==> src/rtl/gpio_pkg.sv <==
package gpio_pkg;
  localparam int unsigned ADDR_W = 4;

  localparam logic [ADDR_W-1:0] ADR_DATA  = 4'h0;
  localparam logic [ADDR_W-1:0] ADR_DIR   = 4'h1;
  localparam logic [ADDR_W-1:0] ADR_MASK  = 4'h2;
  localparam logic [ADDR_W-1:0] ADR_OCLR  = 4'h3;
  localparam logic [ADDR_W-1:0] ADR_SENSE = 4'h4;
  localparam logic [ADDR_W-1:0] ADR_BOTH  = 4'h5;
  localparam logic [ADDR_W-1:0] ADR_POL   = 4'h6;
  localparam logic [ADDR_W-1:0] ADR_EN    = 4'h7;
  localparam logic [ADDR_W-1:0] ADR_RAW   = 4'h8;
  localparam logic [ADDR_W-1:0] ADR_MSK   = 4'h9;
  localparam logic [ADDR_W-1:0] ADR_ICLR  = 4'hA;
endpackage

==> src/rtl/gpio_sync.sv <==
module gpio_sync #(
  parameter int unsigned WIDTH  = 12,
  parameter int unsigned STAGES = 2
) (
  input  logic             clk_i,
  input  logic             rst_ni,
  input  logic [WIDTH-1:0] d_i,
  output logic [WIDTH-1:0] q_o
);
  logic [WIDTH-1:0] stage_q [STAGES];

  always_ff @(posedge clk_i or negedge rst_ni) begin
    if (!rst_ni) begin
      for (int i = 0; i < STAGES; i++) stage_q[i] <= '0;
    end else begin
      stage_q[0] <= d_i;
      for (int i = 1; i < STAGES; i++) stage_q[i] <= stage_q[i-1];
    end
  end

  assign q_o = stage_q[STAGES-1];
endmodule

==> src/rtl/gpio_irq_bit.sv <==
module gpio_irq_bit (
  input  logic clk_i,
  input  logic rst_ni,
  input  logic sync_i,
  input  logic sense_i,   // 1: level
  input  logic both_i,
  input  logic pol_i,     // 1: rising / high
  input  logic clr_i,
  output logic raw_o
);
  logic prev_q;
  logic lat_q;
  logic rise, fall, edge_hit, edge_ev, level_hit;

  always_ff @(posedge clk_i or negedge rst_ni) begin
    if (!rst_ni) prev_q <= 1'b0;
    else         prev_q <= sync_i;
  end

  assign rise      = sync_i & ~prev_q;
  assign fall      = ~sync_i & prev_q;
  assign edge_hit  = both_i ? (rise | fall) : (pol_i ? rise : fall);
  assign edge_ev   = edge_hit & ~sense_i;
  assign level_hit = pol_i ? sync_i : ~sync_i;

  // new edge wins over a same-cycle clear
  always_ff @(posedge clk_i or negedge rst_ni) begin
    if (!rst_ni) lat_q <= 1'b0;
    else         lat_q <= (lat_q & ~clr_i) | edge_ev;
  end

  assign raw_o = sense_i ? level_hit : lat_q;


  edge_wins_chk: assert property (@(posedge clk_i) disable iff (!rst_ni)
    edge_ev |=> lat_q);


  clr_latch_chk: assert property (@(posedge clk_i) disable iff (!rst_ni)
    (clr_i && !edge_ev) |=> !lat_q);


  latch_hold_chk: assert property (@(posedge clk_i) disable iff (!rst_ni)
    (lat_q && !clr_i) |=> lat_q);
endmodule

==> src/rtl/gpio_regs.sv <==
module gpio_regs
  import gpio_pkg::*;
#(
  parameter int unsigned WIDTH = 12
) (
  input  logic              clk_i,
  input  logic              rst_ni,
  input  logic              we_i,
  input  logic [ADDR_W-1:0] addr_i,
  input  logic [WIDTH-1:0]  wdata_i,
  output logic [WIDTH-1:0]  rdata_o,
  input  logic [WIDTH-1:0]  sync_i,
  input  logic [WIDTH-1:0]  raw_i,
  output logic [WIDTH-1:0]  out_o,
  output logic [WIDTH-1:0]  dir_o,
  output logic [WIDTH-1:0]  sense_o,
  output logic [WIDTH-1:0]  both_o,
  output logic [WIDTH-1:0]  pol_o,
  output logic [WIDTH-1:0]  iclr_o,
  output logic [WIDTH-1:0]  masked_o
);
  logic [WIDTH-1:0] out_q, dir_q, mask_q, sense_q, both_q, pol_q, en_q;
  logic [WIDTH-1:0] open_bits;

  assign open_bits = wdata_i & ~mask_q;

  always_ff @(posedge clk_i or negedge rst_ni) begin
    if (!rst_ni) begin
      out_q   <= '0;
      dir_q   <= '0;
      mask_q  <= '0;
      sense_q <= '0;
      both_q  <= '0;
      pol_q   <= '0;
      en_q    <= '0;
    end else if (we_i) begin
      case (addr_i)
        ADR_DATA:  out_q   <= (out_q & mask_q) | open_bits;
        ADR_OCLR:  out_q   <= out_q & ~open_bits;
        ADR_DIR:   dir_q   <= wdata_i;
        ADR_MASK:  mask_q  <= wdata_i;
        ADR_SENSE: sense_q <= wdata_i;
        ADR_BOTH:  both_q  <= wdata_i;
        ADR_POL:   pol_q   <= wdata_i;
        ADR_EN:    en_q    <= wdata_i;
        default: ;
      endcase
    end
  end

  assign iclr_o   = (we_i && addr_i == ADR_ICLR) ? wdata_i : '0;
  assign masked_o = raw_i & en_q;

  always_comb begin
    case (addr_i)
      ADR_DATA:  rdata_o = (dir_q & out_q) | (~dir_q & sync_i);
      ADR_DIR:   rdata_o = dir_q;
      ADR_MASK:  rdata_o = mask_q;
      ADR_SENSE: rdata_o = sense_q;
      ADR_BOTH:  rdata_o = both_q;
      ADR_POL:   rdata_o = pol_q;
      ADR_EN:    rdata_o = en_q;
      ADR_RAW:   rdata_o = raw_i;
      ADR_MSK:   rdata_o = masked_o;
      default:   rdata_o = '0;
    endcase
  end

  assign out_o   = out_q;
  assign dir_o   = dir_q;
  assign sense_o = sense_q;
  assign both_o  = both_q;
  assign pol_o   = pol_q;


  mask_hold_chk: assert property (@(posedge clk_i) disable iff (!rst_ni)
    (we_i && addr_i == ADR_DATA) |=>
      ((out_q & $past(mask_q)) == ($past(out_q) & $past(mask_q))));


  clr_low_chk: assert property (@(posedge clk_i) disable iff (!rst_ni)
    (we_i && addr_i == ADR_OCLR) |=>
      ((out_q & $past(wdata_i & ~mask_q)) == '0));


  clr_keep_chk: assert property (@(posedge clk_i) disable iff (!rst_ni)
    (we_i && addr_i == ADR_OCLR) |=>
      ((out_q & ~$past(wdata_i & ~mask_q)) == ($past(out_q) & ~$past(wdata_i & ~mask_q))));
endmodule

==> src/rtl/gpio_port.sv <==
module gpio_port
  import gpio_pkg::*;
#(
  parameter int unsigned WIDTH       = 12,
  parameter int unsigned SYNC_STAGES = 2
) (
  input  logic              clk_i,
  input  logic              rst_ni,
  input  logic              bus_we_i,
  input  logic [ADDR_W-1:0] bus_addr_i,
  input  logic [WIDTH-1:0]  bus_wdata_i,
  output logic [WIDTH-1:0]  bus_rdata_o,
  input  logic [WIDTH-1:0]  pin_i,
  output logic [WIDTH-1:0]  pin_o,
  output logic [WIDTH-1:0]  pin_oe_o,
  output logic              irq_o
);
  logic [WIDTH-1:0] sync, raw, masked, sense, both, pol, iclr;

  gpio_sync #(.WIDTH(WIDTH), .STAGES(SYNC_STAGES)) u_sync (
    .clk_i (clk_i),
    .rst_ni(rst_ni),
    .d_i   (pin_i),
    .q_o   (sync)
  );

  gpio_regs #(.WIDTH(WIDTH)) u_regs (
    .clk_i   (clk_i),
    .rst_ni  (rst_ni),
    .we_i    (bus_we_i),
    .addr_i  (bus_addr_i),
    .wdata_i (bus_wdata_i),
    .rdata_o (bus_rdata_o),
    .sync_i  (sync),
    .raw_i   (raw),
    .out_o   (pin_o),
    .dir_o   (pin_oe_o),
    .sense_o (sense),
    .both_o  (both),
    .pol_o   (pol),
    .iclr_o  (iclr),
    .masked_o(masked)
  );

  for (genvar g = 0; g < WIDTH; g++) begin : g_irq
    gpio_irq_bit u_bit (
      .clk_i  (clk_i),
      .rst_ni (rst_ni),
      .sync_i (sync[g]),
      .sense_i(sense[g]),
      .both_i (both[g]),
      .pol_i  (pol[g]),
      .clr_i  (iclr[g]),
      .raw_o  (raw[g])
    );
  end

  assign irq_o = |masked;


  masked_sub_chk: assert property (@(posedge clk_i) disable iff (!rst_ni)
    (masked & ~raw) == '0);


  reset_out_chk: assert property (@(posedge clk_i) disable iff (!rst_ni)
    $rose(rst_ni) |-> (pin_o == '0 && pin_oe_o == '0));
endmodule

==> config.mk <==
export PLATFORM = sky130hd
export DESIGN_NAME = gpio_port
export DESIGN_NICKNAME = d
export VERILOG_FILES = /design/src/rtl/gpio_pkg.sv /design/src/rtl/gpio_sync.sv /design/src/rtl/gpio_irq_bit.sv /design/src/rtl/gpio_regs.sv /design/src/rtl/gpio_port.sv
export SDC_FILE = /design/constraint.sdc
export NUM_CORES = 1
export LEC_CHECK = 0
export BUFFER_PORTS_ARGS = -buffer_cell sky130_fd_sc_hd__buf_2
export CAP_MARGIN = 40
export CORE_ASPECT_RATIO = 0.5
export CORE_MARGIN = 10
export CORE_UTILIZATION = 40
export CTS_CLUSTER_SIZE = 30
export DETAILED_ROUTE_END_ITERATION = 10
export SLEW_MARGIN = 20
export SYNTH_ARGS = -nofsm -noshare
export SYNTH_HDL_FRONTEND = slang
export SYNTH_SLANG_ARGS = --single-unit
==> constraint.sdc <==
create_clock -name clk_i -period 1.4 [get_ports clk_i]
set_input_delay 0.07 -clock clk_i [delete_from_list [all_inputs] [get_ports clk_i]]
set_output_delay 0.07 -clock clk_i [all_outputs]
set_load 0.03 [all_outputs]
==> results.py <==
metrics = {
    "status": {
        "status": "finished with violations",
        "violations": "negative setup slack",
    },
    "sta": {
        "fin_worst_skew_ns": 0.00441,
        "min_period_ns": 1.98,
        "setup_viol": 13,
        "max_slew_margin_pct": 68.4,
        "slew_violations": 0,
        "max_freq_mhz": 505,
        "hold_viol_final": 0,
        "fin_crit_sh_pct": 142,
        "worstMarginPinSlew_ns": 0.470,
        "fin_ws_ns": -0.582,
        "rsz0062_at_grt": "yes",
    },
    "critical_path": {
        "cp_top_family": "flip-flops",
        "crit_buf_inv": 2,
        "crit_type": "reg2out",
        "end_kind": "primary output",
        "cp.required_ns": 1.33,
        "crit_chain": "xnor2_1, mux2i_1, o22ai_1, nor2_1, buf_4, nand3_2, buf_6",
        "critical_path.max_stage_delay_ns": 0.39,
        "startpoint_type": "flip-flop",
        "slowest_stage": "dfrtp_1",
        "critPathMaxFanout": 2,
        "worst_ep_arrival_time_ns": 1.91,
    },
    "drt": {
        "first_iter_violations": 451,
        "drc": 0,
        "vias": 5475,
        "via_per_inst": 5.25,
        "drt-pass1-iter-count": 5,
        "ant_nets": 0,
        "wl_mm": 19.9,
        "wl_per_cell_um": 19.1,
    },
    "synthesis": {
        "syn_area_per_cell_um2": 11.3,
        "synth_top_cell_by_area": "dfrtp_1",
        "ys_ff_latch": 132,
        "yosysTopAreaCellShare_pct": 49.1,
        "synth_ff_type": "dfrtp_1",
        "synth_top_family_by_area": "multiplexers",
        "synth-xor-area-share_pct": 1.56,
        "synth_seq_area_share_pct": 49.1,
        "yosys_warnings": 0,
        "synthDistinctLibCells": 45,
        "yosys.area_share.simple_pct": 10.5,
        "synth_edf_count": 0,
        "synth_compound_area_share_pct": 11.4,
        "syn-cell-area_mm2": 0.00672,
        "ys_top_cells_by_area": "dfrtp_1 49%, mux2_2 12%, ha_1 4.5%",
        "synth_fa_ha_area_share_pct": 4.47,
        "synth_nets": 650,
        "muxShareOfSynthArea_pct": 18.8,
        "syn_inst": 595,
        "async_flop_share_pct": 100,
    },
    "clocking": {
        "cts.sinks": 132,
        "cts_tree": "done",
        "clkTransAtPathRegs_ns": 0.05,
        "cts_root_buf": "clkbuf_16",
        "clock_latency_ns": 0.42,
        "numCtsBuffers": 17,
        "clk_path_buf_depth": 2,
        "htree_levels": 4,
    },
    "job": {
        "max_cap_viol_count": 0,
    },
    "floorplan": {
        "dieHeight_um": 112,
        "die_area_mm2": 0.0227,
        "ios": 68,
        "start_util_pct": 40.9,
        "row_count": 33,
        "die_w_um": 203,
        "core_area_mm2": 0.0164,
    },
    "cells_and_area": {
        "finalNetCount": 860,
        "final_layout_size_suffix_gt1_share_pct": 43.6,
        "syn_to_final_growth_pct": 39.8,
        "num_antenna_cells": 0,
        "final_area_mm2": 0.00940,
    },
    "pwr": {
        "ir_worst_vdd_uv": 1020,
        "leakage_uw": 0.00435,
        "power_density_mw_per_mm2": 1430,
    },
    "grt": {
        "grt.total_usage_pct": 17.8,
        "grt_pass1_wl_mm": 31.6,
        "antenna_found_initial": 0,
        "grt_pass1_vias": 5600,
        "overflow": 0,
        "grt_max_degree": 38,
    },
    "placement": {
        "place.gp.congestion": 0.878,
        "port_buffers": 67,
        "dp_hpwl_mm": 14.6,
        "dp_slack_ns": -0.215,
        "place_area_mm2": 0.00822,
    },
    "hold_path": {
        "min-delay-path-class": "in2reg",
    },
}
-- cells by family (layout without fill, tap and decap cells) --
kind of cell,Yosys count,in the layout
compound gates,123,123
xor+xnor,12,12
fa+ha+maj,24,24
buf+inv,56,277
flops,132,132
mux,107,107
simple gates,141,141
-- cell usage after synthesis, types with 2 or more instances --
| library cell | instances |
|---|---|
| a21oi_1 | 19 |
| a221oi_1 | 4 |
| a22oi_1 | 16 |
| buf_2 | 11 |
| buf_4 | 4 |
| buf_6 | 5 |
| clkbuf_1 | 7 |
| dfrtp_1 | 132 |
| ha_1 | 24 |
| inv_1 | 29 |
| mux2_2 | 72 |
| mux2_4 | 10 |
| mux2i_1 | 20 |
| mux4_2 | 4 |
| nand2_1 | 52 |
| nand2_2 | 2 |
| nand2b_1 | 16 |
| nand3_1 | 12 |
| nand3b_1 | 8 |
| nand4_1 | 2 |
| nor2_1 | 30 |
| nor2_2 | 2 |
| nor2b_1 | 3 |
| nor3_1 | 5 |
| o21ai_0 | 42 |
| o21ai_1 | 10 |
| o221ai_1 | 11 |
| o22ai_1 | 3 |
| o31ai_1 | 12 |
| o32ai_1 | 2 |
| xnor2_1 | 12 |
-- stage by stage --
step	cells	hold slack [ns]	total power [uW]	TNS, ns	util (%)
3_5_place_dp	978	-0.0249	8470	-8.03	50.0
4_1_cts	1043	0.000701	13500	-4.94	56.9
2_1_floorplan	595	-0.226	7030	-0.103	-
5_1_grt	1043	0.0266	14100	-5.81	57.2
3_3_place_gp	978	-0.0281	8400	-6.48	50.0
6_report	1043	0.0157	13500	-4.83	57.2
-- final timing paths --
path	depth (start not counted)	slack (ns)	end	start
max	7	-0.58	irq_o	u_sync.q_o[8]
min in group asynchronous	2	0.10	u_sync.stage_q[16]	rst_ni
max reg2reg	5	0.09	g_irq[5].u_bit.lat_q	u_sync.q_o[5]
max in group asynchronous	3	0.76	async pin	rst_ni
min	3	0.02	flip-flop	bus_wdata_i[11]
min reg2reg	0	0.35	u_sync.q_o[5]	u_sync.stage_q[17]
-- routing by layer --
metal,GRT usage (%),vias to the layer above,part of all wire (%)
met5,0,-,0
met4,5.78,0,1.3
met3,5.47,27,7.5
met2,27.3,176,46
met1,23.6,2724,46
li1,-,2548,-
-- area by class of cell --
class / instances / area [um^2]
fill: 1400 / 7040
clock inverter: 10 / 159
inverter: 29 / 114
multi-input combinational: 407 / 3360
tap: 227 / 284
sequential: 132 / 3300
timing repair buffer: 218 / 1740
clock buffer: 20 / 437
-- where the power goes --
part           leakage [uW]  internal (uW)  total, uW  switching, uW
registers           0.00157           4470       5130            660
logic               0.00249           1900       3730           1830
clock network      0.000286           2950       4590           1640
-- worst min-delay path, cell delays in order --
cell and delay [ns]:
buf_2 0.16, nand2b_1 0.08, o21ai_0 0.07
-- cell usage in the layout (no fill, tap or decap), drive strengths merged, types with 6 or more instances in the layout --
| cell | Yosys | layout |
|---|---|---|
| buf | 20 | 195 |
| dfrtp | 132 | 132 |
| mux2 | 83 | 83 |
| nand2 | 54 | 54 |
| o21ai | 52 | 52 |
| nor2 | 33 | 33 |
| inv | 29 | 29 |
| ha | 24 | 24 |
| dlygate4sd3 | 0 | 23 |
| mux2i | 20 | 20 |
| clkbuf | 7 | 20 |
| a21oi | 19 | 19 |
| nand2b | 17 | 17 |
| a22oi | 16 | 16 |
| nand3 | 13 | 13 |
| o31ai | 12 | 12 |
| xnor2 | 12 | 12 |
| o221ai | 11 | 11 |
| nand3b | 8 | 8 |
| nor3 | 6 | 6 |
-- timing repair --
| action | 4_1_cts | 5_1_grt |
|---|---|---|
| setup endpoints to repair | 13 | 22 |
| setup buffers | 13 | 1 |
| resized for setup | 59 | 24 |
| hold buffers | 23 | 0 |
| hold endpoints to repair | 157 | 0 |
| pin swaps | 19 | 9 |
(Power assumes the default switching activity.)
